## config.mk

```make
export PLATFORM = sky130hd
export DESIGN_NAME = seed_watchdog
export DESIGN_NICKNAME = d
export VERILOG_FILES = /design/src/rtl/seed_wd_pkg.sv /design/src/rtl/seed_wd_timer.sv /design/src/rtl/seed_wd_alarm.sv /design/src/rtl/seed_watchdog.sv
export SDC_FILE = /design/constraint.sdc
export NUM_CORES = 1
export LEC_CHECK = 0
export BUFFER_PORTS_ARGS = -buffer_cell sky130_fd_sc_hd__buf_2
export CAP_MARGIN = 15
export CORE_ASPECT_RATIO = 1.2
export CORE_MARGIN = 1.5
export CORE_UTILIZATION = 50
export CTS_CLUSTER_SIZE = 40
export DETAILED_ROUTE_END_ITERATION = 6
export GPL_TIMING_DRIVEN = 0
export PLACE_DENSITY = 0.71
export SYNTH_ARGS = -nofsm -noshare
export SYNTH_HDL_FRONTEND = slang
export SYNTH_SLANG_ARGS = --single-unit
```

## constraint.sdc

```tcl
create_clock -name clk -period 1.6 [get_ports clk]
set_input_delay 0 -clock clk [delete_from_list [all_inputs] [get_ports clk]]
set_output_delay 0 -clock clk [all_outputs]
set_load 0.02 [all_outputs]
```

## src/rtl/seed_wd_pkg.sv

```systemverilog
// Package: shared constants and helpers for the seed watchdog.
// Assumes a clock of 25 MHz for the default timeout figure.
package seed_wd_pkg;
    // Default timeout: 1.6 ms at 25 MHz.
    localparam int unsigned DEFAULT_TIMEOUT = 40000;

    // Width needed to hold the values 0 .. limit.
    function automatic int unsigned cnt_width(input int unsigned limit);
        return (limit < 2) ? 1 : $clog2(limit + 1);
    endfunction
endpackage

```

## src/rtl/seed_wd_timer.sv

```systemverilog
// Module: seed_wd_timer
// Counts consecutive quiet cycles (enabled, no seed update) and saturates
// at the limit. Drives 'live' when the current edge would be a
// timeout edge. Assumes TIMEOUT_CYCLES >= 1 and a one-cycle seed pulse.
module seed_wd_timer
    import seed_wd_pkg::*;
#(
    parameter int unsigned TIMEOUT_CYCLES = DEFAULT_TIMEOUT
) (
    input  logic clk,
    input  logic rst_n,
    input  logic desc_en,
    input  logic seed_upd,
    output logic live
);
    localparam int unsigned CNT_W = cnt_width(TIMEOUT_CYCLES);
    localparam logic [CNT_W-1:0] LIMIT = CNT_W'(TIMEOUT_CYCLES);

    logic [CNT_W-1:0] quiet_cnt;
    logic             at_limit;

    // Count quiet cycles; restart on reset, disable or seed update; saturate.
    always_ff @(posedge clk) begin
        if (!rst_n || !desc_en || seed_upd) begin
            quiet_cnt <= '0;
        end else if (!at_limit) begin
            quiet_cnt <= quiet_cnt + 1'b1;
        end
    end

    // Timeout is live only on an edge that is itself quiet.
    always_comb begin
        at_limit = (quiet_cnt == LIMIT);
        live     = at_limit && desc_en && !seed_upd;
    end

    // Counter never passes the limit.
    assert_cnt_bound_R2: assert property (@(posedge clk) disable iff (!rst_n)
        quiet_cnt <= LIMIT);

    // A seed update leaves no live timeout on the following edge.
    assert_update_restarts_R3: assert property (@(posedge clk) disable iff (!rst_n)
        seed_upd |=> !live);
endmodule

```

## src/rtl/seed_wd_alarm.sv

```systemverilog
// Module: seed_wd_alarm
// Sticky alarm latch: set by a live timeout, cleared by a status read
// only when no timeout is live on that edge (set wins).
module seed_wd_alarm (
    input  logic clk,
    input  logic rst_n,
    input  logic live,
    input  logic stat_rd,
    output logic flag
);
    // Latch the alarm; setting has priority over the read-clear.
    always_ff @(posedge clk) begin
        if (!rst_n) begin
            flag <= 1'b0;
        end else if (live) begin
            flag <= 1'b1;
        end else if (stat_rd) begin
            flag <= 1'b0;
        end
    end

    // Held high until a read.
    assert_sticky_R5: assert property (@(posedge clk) disable iff (!rst_n)
        flag && !stat_rd |=> flag);

    // A read with no live timeout clears the flag.
    assert_read_clears_R6: assert property (@(posedge clk) disable iff (!rst_n)
        stat_rd && !live |=> !flag);

    // A live timeout always leaves the flag set.
    assert_read_blocked_R7: assert property (@(posedge clk) disable iff (!rst_n)
        live |=> flag);
endmodule

```

## src/rtl/seed_watchdog.sv

```systemverilog
// Module: seed_watchdog (top)
// Raises a sticky no-seed alarm when the descrambler stays enabled for
// more than TIMEOUT_CYCLES cycles without a seed update. Assumes all
// inputs are synchronous to clk.
module seed_watchdog
    import seed_wd_pkg::*;
#(
    parameter int unsigned TIMEOUT_CYCLES = DEFAULT_TIMEOUT
) (
    input  logic clk,
    input  logic rst_n,
    input  logic desc_en,
    input  logic seed_upd,
    input  logic stat_rd,
    output logic no_seed
);
    logic timeout_live;

    seed_wd_timer #(
        .TIMEOUT_CYCLES(TIMEOUT_CYCLES)
    ) u_timer (
        .clk     (clk),
        .rst_n   (rst_n),
        .desc_en (desc_en),
        .seed_upd(seed_upd),
        .live    (timeout_live)
    );

    seed_wd_alarm u_alarm (
        .clk    (clk),
        .rst_n  (rst_n),
        .live   (timeout_live),
        .stat_rd(stat_rd),
        .flag   (no_seed)
    );

    // Alarm can only rise from an edge where the descrambler was enabled.
    assert_only_enabled_R4: assert property (@(posedge clk) disable iff (!rst_n)
        $rose(no_seed) |-> $past(desc_en));

    // Reset always leaves the alarm low.
    assert_reset_clear_R1: assert property (@(posedge clk)
        !rst_n |=> !no_seed);
endmodule

```

==> impl_metrics.csv <==
group,metric,value,unit
synth,synth.top_cell.area_share,41.91,%
routing,wl_per_cell,11.79,um
worst_setup_path,r2r-start,"u_timer.quiet_cnt[0]",
floorplanning,die_h,47.15,um
final_layout,num-nets-final,110,
grt,grt_pass1_vias,524,
final_layout,syn2layout_area_growth,13.10,%
routing,drt_pass1_iterations,4,
clocking,htree_levels,1,
worst_hold_path,hold_start,"seed_upd",
synth,yosysUniqueCellTypes,25,
grt,grtUsageTotal,17.68,%
sta,clock.fmax,686.7,MHz
synth,avgSynthCellArea,9.023,um2
sta,slew_viol_final,0,
sta,fin_crit_sh,91.02,%
sta,min_period,1.456,ns
worst_setup_path,crit_required,1.78,ns
worst_hold_path,hp-class,"in -> reg",
sta,finalHoldViolations,0,
place,dpl_cell_area,858.3,um2
worst_setup_path,critPathArrivalTime,1.64,ns
synth,synth_common_cells,"dfxtp_1 (17), nor2_1 (15), xor2_1 (11), nand4_1 (8), nand3_1 (4)",
sta,relSlewSlack,72.03,%
final_layout,layout-drive-gt1-share,13.73,%
clocking,root_buffer,"clkbuf_4",
grt,grt_remaining_overflow,0,
synth,yosys.area.top_type,"dfxtp_1",
sta,tightest_slew,0.4195,ns
flow_run,drv_cap,0,
final_layout,diodes,0,
floorplanning,io_pins,6,
routing,drt-initial-drc-count,6,
routing,final_antenna_net_count,0,
synth,syn-num-nets,97,
status,status,"finished clean",
synth,synth_flop_cell,"dfxtp_1",
grt,top_usage_layer,"met2",
worst_setup_path,reg2reg_slack,0.14,ns
routing,totalWireLength,1403,um
grt,met1_usage,23.39,%
synth,synth_edf_count,0,
worst_setup_path,startpoint_type,"register",
routing,routed_via_density,5.361,
worst_hold_path,whs_path_depth,3,
grt,met3_usage,2.844,%
power_and_ir_drop,p_leak,0.0003405,uW
worst_setup_path,r2r.worst_path.cells,6,
floorplanning,die-area,0.001876,mm2
place,place_congestion,0.7335,
routing,vias,638,
synth,synth.ff_latch_count,17,
power_and_ir_drop,powerDensity,727.1,mW/mm2
floorplanning,rows,15,
power_and_ir_drop,total_power,667.8,uW
worst_setup_path,cp_max_fo,4,
final_layout,final_area,918.4,um2
worst_setup_path,reg2reg_to,"u_timer.quiet_cnt[10]",
floorplanning,coreArea,0.001483,mm2
grt,use_met2,25.90,%
synth,synth.most_common_cell,"dfxtp_1",
grt,grt_pass1_wl,2166,um
sta,finalSetupViolCount,0,
clocking,cts_tree,"yes",
floorplanning,die_width,39.79,um
sta,rsz0062_at_grt,"no",
worst_setup_path,endpoint_kind,"register",
sta,clock_skew,0.004654,ns
routing,drc,0,
synth,synth.area.top_cells,"dfxtp_1 (42%), xor2_1 (12%), nor2_1 (6.9%)",
place,place_hpwl,976.5,um
place,io_buffers,5,
clocking,clk_pin_slew,0.09,ns
grt,grt_max_degree,11,
synth,synthCells,90,
worst_hold_path,worstHoldEndpoint,"u_timer.quiet_cnt[2]",
clocking,clock_path_buffers,2,
clocking,cts_buffers,3,
clocking,clock_latency,0.28,ns
grt,antenna_found_initial,0,
synth,netlist_area,812.0,um2
power_and_ir_drop,vdd_drop_max,0.0005470,V
synth,ys_seq_area_share,41.91,%
synth,async_flop_share,0,%
worst_setup_path,crit_type,"reg -> reg",
synth,ys_warn_count,0,
clocking,clock-sinks,17,
floorplanning,initial_core_util,54.77,%
[layout make-up]
cell class                      count  area (um2)
Clock buffer                        4       26.28
Inverter                            3       11.26
Timing Repair Buffer                8       52.55
Multi-Input combinational cell     65       431.7
Buffer                              5       35.03
Sequential cell                    17       340.3
Fill cell                         134       564.3
Tap cell                           17       21.27
[placed cells by master (no fill, tap or decap)]
cell type	synthesis	routed
clkbuf_4	0	3
and3_1	2	2
mux2_1	1	1
buf_4	0	1
nand3b_1	3	3
mux2i_1	1	1
buf_6	2	2
and4_1	3	3
a21oi_1	2	2
nand2_1	2	2
xor2_1	11	11
or2b_1	1	1
clkbuf_1	2	3
or3_1	1	1
buf_2	1	6
o21ai_0	1	1
nand3_1	4	4
o21ai_1	1	1
nor4b_1	3	2
dlygate4sd3_1	0	2
xnor2_1	1	1
nor4b_2	0	1
and2_1	2	2
inv_1	3	3
nor2_1	15	15
dfxtp_1	17	17
ha_1	2	2
nand4_1	8	8
nand2_2	1	1
[timing repair]
action | CTS | global route
gates resized for setup | 0 | 1
pin swaps | 1 | 0
endpoints found under the setup margin | 1 | 4
setup buffers | 1 | 0
hold buffers | 2 | 0
hold endpoints to repair | 1 | 0
cloned | 0 | 0
[cell families after synthesis]
kind of cell	Yosys count	synth area share [%]
AO/OA/AOI/OAI	4	2.464
XOR/XNOR	12	12.94
adder cells (fa/ha/maj)	2	3.081
buffers and inverters	8	5.701
flip-flops	17	41.91
multiplexers	2	2.619
AND/OR/NAND/NOR	45	31.28
[worst max-delay path, stage by stage (launching register included)]
cell and delay, ns:
dfxtp_1 0.35, inv_1 0.06, ha_1 0.16, nor4b_2 0.20
nand4_1 0.15, nand4_1 0.13, mux2_1 0.31
[per-layer routing]
layer,wire (um),vias to the layer above,part of all wire (%)
li1,-,333,-
met1,694,298,49
met2,653,3,47
met3,17,4,1.2
met4,37,0,2.6
met5,0,-,0
[power breakdown]
group          internal [uW]  switching (uW)
registers                424            1.33
logic                   10.2            9.81
clock network           96.8             126
total                    531             137
[flip-flops by register name, summed over array words and instances, names as in the netlist]
name and flops:
u_timer.quiet_cnt 16, u_alarm.flag 1
[how the worst max path moves through the flow]
stage	endpoint	slack (ns)	startpoint	cells past startpoint
CTS	u_timer.quiet_cnt[10]	0.03	u_timer.quiet_cnt[0]	6
finish	u_timer.quiet_cnt[10]	0.14	u_timer.quiet_cnt[0]	6
global placement	u_timer.quiet_cnt[10]	-0.17	u_timer.quiet_cnt[0]	6
global route	u_timer.quiet_cnt[10]	0.006	u_timer.quiet_cnt[2]	4
detailed placement	u_timer.quiet_cnt[10]	-0.21	u_timer.quiet_cnt[0]	6
floorplan	u_timer.quiet_cnt[10]	0.07	u_timer.quiet_cnt[0]	6
[metrics by stage]
stage	instances	hold WS [ns]	util, %	TNS (ns)	setup slack [ns]
after floorplan	90	0.1464	-	0	0.07321
after CTS	119	0.1870	61.52	0	0.03472
after global routing	119	0.2317	61.94	0	0.006050
after detailed placement	112	0.2620	57.89	-0.2109	-0.2109
after global placement	112	0.2505	57.89	-0.1743	-0.1743
final	119	0.1997	61.94	0	0.1437
No activity file was read; power rests on OpenSTA's default activity.
